--- src/rtl/ctl_pkg.sv ---
package ctl_pkg;
  localparam int DATA_W = 32;
  localparam int ADDR_W = 16;
  localparam int LEN_W  = 7;

  typedef struct packed {
    logic              dnc;
    logic              rsv30;
    logic              wnr;
    logic [4:0]        rsv;
    logic [ADDR_W-1:0] addr;
    logic [LEN_W-1:0]  len_m1;
    logic              par;
  } hdr_t;

  typedef enum logic [1:0] {S_IDLE, S_RD, S_WR, S_DONE} seq_state_e;
endpackage

--- src/rtl/ctl_hdr_decode.sv ---
module ctl_hdr_decode
  import ctl_pkg::*;
(
  input  logic [DATA_W-1:0] word,
  output hdr_t              hdr,
  output logic              par_ok
);
  assign hdr    = hdr_t'(word);
  assign par_ok = ^word;
endmodule

--- src/rtl/ctl_regfile.sv ---
module ctl_regfile
  import ctl_pkg::*;
#(
  parameter int          NCFG        = 4,
  parameter int          CFG_BASE    = 2,
  parameter int          ID_ADDR     = 0,
  parameter int          STATUS_ADDR = 1,
  parameter logic [31:0] ID_VALUE    = 32'h5A1C_0001,
  parameter int          RST_CYCLES  = 16
)(
  input  logic              clk,
  input  logic              rst_n,
  input  logic [ADDR_W-1:0] rd_addr,
  output logic [DATA_W-1:0] rd_data,
  input  logic              wr_en,
  input  logic [ADDR_W-1:0] wr_addr,
  input  logic [DATA_W-1:0] wr_data,
  input  logic              hdr_err_set
);
  localparam int CW = $clog2(RST_CYCLES + 1);

  logic [CW-1:0]                boot_cnt;
  logic                         done_q, herr_q;
  logic [NCFG-1:0][DATA_W-1:0]  cfg_q;
  logic                         wr_status;

  function automatic logic is_cfg(input logic [ADDR_W-1:0] a);
    return (a >= ADDR_W'(CFG_BASE)) && (a < ADDR_W'(CFG_BASE + NCFG));
  endfunction

  assign wr_status = wr_en && (wr_addr == ADDR_W'(STATUS_ADDR));

  always_ff @(posedge clk or negedge rst_n) begin
    if (!rst_n) boot_cnt <= '0;
    else if (boot_cnt != CW'(RST_CYCLES)) boot_cnt <= boot_cnt + 1'b1;
  end

  always_ff @(posedge clk or negedge rst_n) begin
    if (!rst_n) begin
      done_q <= 1'b0;
      herr_q <= 1'b0;
    end else begin
      if (boot_cnt == CW'(RST_CYCLES - 1)) done_q <= 1'b1;
      else if (wr_status && wr_data[1]) done_q <= 1'b0;
      if (hdr_err_set) herr_q <= 1'b1;
      else if (wr_status && wr_data[0]) herr_q <= 1'b0;
    end
  end

  always_ff @(posedge clk or negedge rst_n) begin
    if (!rst_n) cfg_q <= '0;
    else if (wr_en) begin
      for (int i = 0; i < NCFG; i++)
        if (wr_addr == ADDR_W'(CFG_BASE + i)) cfg_q[i] <= wr_data;
    end
  end

  always_comb begin
    rd_data = '0;
    if (rd_addr == ADDR_W'(ID_ADDR)) rd_data = ID_VALUE;
    if (rd_addr == ADDR_W'(STATUS_ADDR)) rd_data = {{(DATA_W-2){1'b0}}, done_q, herr_q};
    for (int i = 0; i < NCFG; i++)
      if (rd_addr == ADDR_W'(CFG_BASE + i)) rd_data = cfg_q[i];
  end

  a_r8_done_sticky: assert property (@(posedge clk) disable iff (!rst_n)
    done_q && !(wr_status && wr_data[1]) |=> done_q);
  a_r9_err_sets: assert property (@(posedge clk) disable iff (!rst_n)
    hdr_err_set |=> herr_q);
  a_r7_unmapped_write_inert: assert property (@(posedge clk) disable iff (!rst_n)
    wr_en && !is_cfg(wr_addr) |=> $stable(cfg_q));
  a_r4_unmapped_read_zero: assert property (@(posedge clk) disable iff (!rst_n)
    !is_cfg(rd_addr) && rd_addr != ADDR_W'(ID_ADDR) && rd_addr != ADDR_W'(STATUS_ADDR)
      |-> rd_data == '0);
endmodule

--- src/rtl/ctl_cmd_seq.sv ---
module ctl_cmd_seq
  import ctl_pkg::*;
(
  input  logic              clk,
  input  logic              rst_n,
  input  logic              cs_active,
  input  logic              word_valid,
  input  logic [DATA_W-1:0] word_in,
  input  logic [DATA_W-1:0] rd_data,
  output logic [ADDR_W-1:0] rd_addr,
  output logic              wr_en,
  output logic [ADDR_W-1:0] wr_addr,
  output logic [DATA_W-1:0] wr_data,
  output logic              hdr_err_set,
  output logic [DATA_W-1:0] resp_word
);
  seq_state_e        st;
  logic [ADDR_W-1:0] addr_q;
  logic [LEN_W-1:0]  left_q;
  hdr_t              hdr;
  logic              par_ok, take;

  ctl_hdr_decode u_dec (.word(word_in), .hdr(hdr), .par_ok(par_ok));

  assign take        = cs_active && word_valid;
  assign rd_addr     = addr_q;
  assign wr_addr     = addr_q;
  assign wr_data     = word_in;
  assign wr_en       = take && (st == S_WR);
  assign hdr_err_set = take && (st == S_IDLE) && !hdr.dnc && !par_ok;

  always_ff @(posedge clk or negedge rst_n) begin
    if (!rst_n) begin
      st        <= S_IDLE;
      addr_q    <= '0;
      left_q    <= '0;
      resp_word <= '0;
    end else if (!cs_active) begin
      st        <= S_IDLE;
      resp_word <= '0;
    end else if (word_valid) begin
      unique case (st)
        S_IDLE: begin
          if (hdr.dnc || !par_ok) begin
            st        <= S_DONE;
            resp_word <= '0;
          end else begin
            resp_word <= word_in;
            addr_q    <= hdr.addr;
            left_q    <= hdr.len_m1;
            st        <= hdr.wnr ? S_WR : S_RD;
          end
        end
        S_RD, S_WR: begin
          resp_word <= (st == S_RD) ? rd_data : word_in;
          addr_q    <= addr_q + 1'b1;
          if (left_q == '0) st <= S_DONE;
          else left_q <= left_q - 1'b1;
        end
        default: resp_word <= '0;
      endcase
    end
  end

  a_r2_no_write_in_read: assert property (@(posedge clk) disable iff (!rst_n)
    st == S_RD |-> !wr_en);
  a_r6_quiet_after_count: assert property (@(posedge clk) disable iff (!rst_n)
    st == S_DONE && take |=> resp_word == '0);
  a_r3_addr_steps: assert property (@(posedge clk) disable iff (!rst_n)
    take && (st == S_RD || st == S_WR) |=> addr_q == $past(addr_q) + 1'b1);
  a_r9_bad_hdr_silent: assert property (@(posedge clk) disable iff (!rst_n)
    hdr_err_set |=> resp_word == '0 && st == S_DONE);
endmodule

--- src/rtl/spi_ctl_responder.sv ---
module spi_ctl_responder
  import ctl_pkg::*;
#(
  parameter int          NCFG       = 4,
  parameter logic [31:0] ID_VALUE   = 32'h5A1C_0001,
  parameter int          RST_CYCLES = 16
)(
  input  logic        clk,
  input  logic        rst_n,
  input  logic        cs_active,
  input  logic        word_valid,
  input  logic [31:0] word_in,
  output logic [31:0] resp_word
);
  logic [ADDR_W-1:0] rd_addr, wr_addr;
  logic [DATA_W-1:0] rd_data, wr_data;
  logic              wr_en, hdr_err_set;

  ctl_cmd_seq u_seq (
    .clk(clk), .rst_n(rst_n), .cs_active(cs_active), .word_valid(word_valid),
    .word_in(word_in), .rd_data(rd_data), .rd_addr(rd_addr), .wr_en(wr_en),
    .wr_addr(wr_addr), .wr_data(wr_data), .hdr_err_set(hdr_err_set),
    .resp_word(resp_word)
  );

  ctl_regfile #(
    .NCFG(NCFG), .CFG_BASE(2), .ID_ADDR(0), .STATUS_ADDR(1),
    .ID_VALUE(ID_VALUE), .RST_CYCLES(RST_CYCLES)
  ) u_regs (
    .clk(clk), .rst_n(rst_n), .rd_addr(rd_addr), .rd_data(rd_data),
    .wr_en(wr_en), .wr_addr(wr_addr), .wr_data(wr_data), .hdr_err_set(hdr_err_set)
  );

  a_r11_abort_clears: assert property (@(posedge clk) disable iff (!rst_n)
    !cs_active |=> resp_word == '0);
endmodule

--- config.mk ---
export PLATFORM = sky130hd
export DESIGN_NAME = spi_ctl_responder
export DESIGN_NICKNAME = d
export VERILOG_FILES = /design/src/rtl/ctl_pkg.sv /design/src/rtl/ctl_hdr_decode.sv /design/src/rtl/ctl_regfile.sv /design/src/rtl/ctl_cmd_seq.sv /design/src/rtl/spi_ctl_responder.sv
export SDC_FILE = /design/constraint.sdc
export NUM_CORES = 1
export LEC_CHECK = 0
export BUFFER_PORTS_ARGS = -buffer_cell sky130_fd_sc_hd__buf_2
export CORE_MARGIN = 2
export CORE_UTILIZATION = 60
export CTS_BUF_LIST = sky130_fd_sc_hd__clkbuf_8
export CTS_CLUSTER_DIAMETER = 150
export DETAILED_ROUTE_END_ITERATION = 12
export PLACE_DENSITY_LB_ADDON = 0.12
export SETUP_SLACK_MARGIN = 0.4
export SLEW_MARGIN = 30
export SYNTH_ARGS = -nofsm -noshare
export SYNTH_HDL_FRONTEND = slang
export SYNTH_SLANG_ARGS = --single-unit
--- constraint.sdc ---
create_clock -name clk -period 2.8 [get_ports clk]
set_input_delay 0.14 -clock clk [delete_from_list [all_inputs] [get_ports clk]]
set_output_delay 0.14 -clock clk [all_outputs]
set_load 0.03 [all_outputs]
# Word-level counts from Yosys, hierarchy flattened
# Cells that the tools add are included.
# totals
ff_bits	192
# classes
add_sub_neg	3
eq_ne	14
muxes	26
reduce_logical	26
# op_table
cell	count
2-to-1 mux 32 bit	8
case mux 32 bit (2 select lines)	1
2-to-1 mux 31 bit	2
equality test 16 x 2 -> 1 bit, second input constant	2
equality test 16 x 3 -> 1 bit, second input constant	2
case mux 16 bit (2 select lines)	1
parity 32 bit	1
adder 16 x 1 -> 16 bit, second input constant	1
equality test 16 x 1 -> 1 bit, second input constant	1
logical NOT 16 bit	1
2-to-1 mux 16 bit	1
2-to-1 mux 7 bit	2
case mux 7 bit (2 select lines)	1
2-to-1 mux 2 bit	5
logical AND 1 bit	8
AND reduction 2 bit	4
logical NOT 7 bit	1
subtractor 7 x 1 -> 7 bit, second input constant	1
nonzero test 2 bit	3
adder 5 x 1 -> 5 bit, second input constant	1
equality test 5 x 4 -> 1 bit, second input constant	1
!= test 5 bit, second input constant	1
AND reduction 5 bit	1
2-to-1 mux 1 bit	4
13 further kinds	15

# Longest topological paths before layout
# depth
depth_word	11
depth_mapped	11
mapped_depth_nobuf	10

# By module
# A second synthesis with hierarchy kept.
# unflattened
hier_cells	911
area_unflattened_um2	10251.1
# by_module_without_submodules
mod	n_inst	cells_per_inst	area_per_inst_um2
ctl_regfile	1	452	6174.7
ctl_cmd_seq	1	396	3564.7
ctl_hdr_decode	1	63	511.7

# Least setup slack after synthesis
# Ideal clock, no wire load.
# synth_timing
path_type	flip-flop to flip-flop
start	register u_seq.addr_q[8] (netlist: u_seq.rd_addr[8])
end	register u_regs.cfg_q[32] (netlist name)
setup_ps	125
arrival_ps	2331
t_required_ps	2675
setup_slack_ps	344
stages_incl_launch_ff	7
n_path_buf	1
path_cell_list	dfrtp_1 -> or4_1 -> nor4_2 -> nand3_1 -> nor3b_2 -> buf_2 -> mux2_2
# synth_between
elab_chain_cells	2
# synth_rtl
item	line_no	source
from (decl)	ctl_cmd_seq.sv:18	logic [ADDR_W-1:0] addr_q;
from (signal assigned)	ctl_cmd_seq.sv:49	addr_q <= hdr.addr;
from (signal assigned)	ctl_cmd_seq.sv:56	addr_q <= addr_q + 1'b1;
equality test 16 x 2 -> 1 bit	ctl_regfile.sv:54	if (wr_addr == ADDR_W'(CFG_BASE + i)) cfg_q[i] <= wr_data;
AND reduction 2 bit (no line)	n/a	
to (signal, indexed assignment)	ctl_regfile.sv:54	
to (decl)	ctl_regfile.sv:24	logic [NCFG-1:0][DATA_W-1:0] cfg_q;
# No other way between the ends.
# A chain may end at the register's enable or synchronous reset.

# Worst setup path in the final report
# layout_timing
start	register u_seq.addr_q[8] (netlist: u_seq.rd_addr[8])
end	register u_regs.cfg_q[58] (netlist name)
# Same word-level chain as after synthesis.

==> metrics.cfg <==
[clock_network]
ctsLongestPathBuffers = 2
cts_buffers = 17
cts_tree = done
cts_num_sinks = 192
clk_latency_ns = 0.49
clkTransAtPathRegs_ns = 0.10
cts_htree_levels = 4
root_buffer = clkbuf_8

[power_and_ir_drop]
cellLeakagePower_nw = 5.28
power.density_nw_per_um2 = 787
ir_drop_mv = 0.491

[min_path]
hp-class = in2reg
min_path_cells = 2
hp-start = word_in[9]
whs_endpoint = u_regs.cfg_q[73]$_DFFE_PN0P_

[synthesis]
syn_nets = 900
synth_top_area_share_pct = 49.5
synth_area_um2 = 9710
synth_mux_area_share_pct = 15.6
synth_edf_count = 0
synth_compound_area_share_pct = 15.8
synth_top_family_by_area = compound AO/OA/AOI/OAI gates
yosysTopAreaCell = dfrtp_1
synthAdderAreaFrac_pct = 1.68
synthCells = 851
ys_ff_latch = 192
yosysUniqueCellTypes = 64
ys_seq_area_share_pct = 49.5
synth_xor_area_share_pct = 3.48
synth_area_leaders = dfrtp_1 (50%), mux2_2 (15%), a221o_1 (5.5%)
synthSimpleGateAreaFrac_pct = 10.5
synth-async-reset-ratio_pct = 100
syn_area_per_cell_um2 = 11.4
synthFlopType = dfrtp_1
yosys_warnings = 0

[worst_setup_path]
crit_chain = or4_4 -> nor4_4 -> nand3_1 -> buf_6 -> nor3b_4 -> buf_6 -> buf_8 -> mux2_2
worstSetupPathType = reg2reg
crit_buf_inv = 3
timing.rr.end = u_regs.cfg_q[58]$_DFFE_PN0P_
startpoint_type = register
crit_path_max_incr_delay_ns = 0.56
path_delay_family = simple AND/OR/NAND/NOR gates
reg2reg_from = u_seq.rd_addr[8]$_DFFE_PN0P_
cp.required_ns = 3.18
reg2reg_depth = 8
r2r_setup_slack_ns = 0.38
critPathMaxFanout = 8
critPathArrivalTime_ns = 2.80
cpMostUsedCell = buf_6
worst_path_max_delay_cell = or4_4
cp-end-kind = register

[detailed_routing]
drt_iter0_markers = 639
drc_errors = 0
drtPass1Iterations = 6
avgViaCountPerCell = 6.50
routed_wl_um = 26700
avgRoutedWirePerCell_um = 22.7
vias = 7663
drtAntennaViolNets = 0

[grt]
grt_pass1_vias = 7676
overflow = 0
grt_pass1_wl_um = 42800
grt_max_degree = 67
track_usage_pct = 31.9
antenna_found_initial = 0

[run_status]
status = finished clean

[job]
max_cap_viol_count = 0

[die]
initial_core_util_pct = 61.3
rows = 46
io_pins = 68
coreArea_um2 = 15800
dieArea_um2 = 17200
die_h_um = 131
die_x_um = 131

[timing]
rsz0062_at_grt = true
fmax_mhz = 414
slew_headroom_pct = 51.4
hold_viol = 0
fin_crit_sh_pct = 86.3
whs_ns = 0.0252
worst-slew-pin-transition_ns = 0.718
finalMaxSlewViolations = 0
tns_ns = 0
setup_viol = 0
fin_skew_ns = 0.0185
min_period_ns = 2.42

[finish]
antenna_cells = 0
syn2layout_area_growth_pct = 16.1
drive_gt1_share_pct = 32.8
nNetsFinal = 999
fillers = 1150

[place]
dp_hpwl_um = 17100
gp_congestion = 0.879
port_buffers = 67

[worst reg2reg max path: stages (launching register included)]
cell and delay, ns:
dfrtp_1 0.40, or4_4 0.56, nor4_4 0.17, nand3_1 0.15, buf_6 0.17, nor3b_4 0.18
buf_6 0.17, buf_8 0.16, mux2_2 0.36
[registers in the layout, indices dropped and copies added, names as in the netlist]
name,count
u_seq.resp_word,32
u_seq.left_q,7
u_seq.st,2
u_regs.herr_q,1
u_regs.done_q,1
u_regs.cfg_q,128
u_seq.rd_addr,16
u_regs.boot_cnt,5
[where the power goes]
group / internal [W] / switching (W)
Clock: 0.000642 / 0.00108
Sequential: 0.00306 / 0.000311
Combinational: 0.00145 / 0.00233
Total: 0.00515 / 0.00372
[per-stage QoR]
step                      power [W]  worst slack, ns  utilization (%)  instance area (um^2)  instances
after global routing        0.00935            0.334             71.2                 11300       1179
after floorplan             0.00578            0.455                -                  9710        851
final                       0.00887            0.384             71.2                 11300       1179
after global placement      0.00680            0.206             66.1                 10500       1116
after detailed placement    0.00691            0.124             66.1                 10500       1116
after CTS                   0.00866            0.318             70.4                 11100       1172
[how the worst max path moves through the flow]
stage / startpoint / end / slack, ns / depth (start not counted)
2_1_floorplan: u_seq.rd_addr[8]$_DFFE_PN0P_ / u_regs.cfg_q[100]$_DFFE_PN0P_ / 0.46 / 7
3_5_place_dp: word_in[13] / u_seq.rd_addr[4]$_DFFE_PN0P_ / 0.12 / 10
3_3_place_gp: word_in[13] / u_seq.rd_addr[4]$_DFFE_PN0P_ / 0.21 / 10
6_report: u_seq.rd_addr[8]$_DFFE_PN0P_ / u_regs.cfg_q[58]$_DFFE_PN0P_ / 0.38 / 8
4_1_cts: u_seq.rd_addr[9]$_DFFE_PN0P_ / u_regs.cfg_q[33]$_DFFE_PN0P_ / 0.32 / 8
5_1_grt: u_seq.rd_addr[8]$_DFFE_PN0P_ / u_regs.cfg_q[60]$_DFFE_PN0P_ / 0.33 / 8
[cells in the final DEF, fill, tap and decap left out, drive strengths merged, types with 4 or more instances in the layout]
master       instances
ha                  13
dlygate4sd3         19
mux2i                4
nor3                10
a22oi               30
buf                125
o22ai                4
o41ai                5
o221ai               5
o21ai               53
or4                  4
nor2b               35
clkinv               7
xnor2               31
a221o               53
nor2                55
mux2               131
a21oi               15
nand2b               5
or3                  4
nor4                 6
and3                 9
a221oi               4
nand2               40
xor2                 5
clkbuf              18
and2                 7
nand3               10
dfrtp              192
inv                 20
nand4                4
[cells in the mapped netlist (all sizes together) (9+ instances only)]
master / count
a21oi: 15
a221o: 53
a22oi: 30
and3: 9
buf: 19
clkbuf: 46
dfrtp: 192
ha: 13
inv: 14
mux2: 131
nand2: 40
nand3: 10
nor2: 55
nor2b: 35
nor3: 10
o21ai: 53
xnor2: 31
[logic make-up after synthesis]
logic type | Yosys count
buffers and inverters | 79
xor gates and xnor gates | 36
adders and majority gates | 13
AOI/OAI and AO/OA | 198
DFF | 192
muxes | 135
and+or+nand+nor | 198
[metal layers]
metal / wire, um / vias to the layer above / track usage, % / part of all wire (%)
li1: - / 3342 / - / -
met4: 546 / 0 / 10.3 / 2.0
met2: 12700 / 315 / 50.6 / 47
met1: 11800 / 3957 / 44.9 / 44
met5: 0 / - / 0 / 0
met3: 1690 / 49 / 5.75 / 6.3
[what timing repair did]
| action | CTS | global route |
|---|---|---|
| endpoints found under the setup margin | 132 | 155 |
| cloned | 1 | 0 |
| hold buffers | 19 | 0 |
| gates resized for setup | 23 | 19 |
| hold endpoints to repair | 94 | 0 |
| pin swaps | 3 | 6 |
| buffers inserted | 4 | 7 |
[area by class of cell]
cell class	count	area (um^2)	area share [%]
multi-input combinational	580	4700	41.7
inverter	14	52.6	0.466
sequential	192	4810	42.7
clock inverter	15	131	1.17
timing repair buffer	145	1080	9.55
tap	216	270	2.40
clock buffer	17	234	2.08
(Power assumes the default switching activity.)
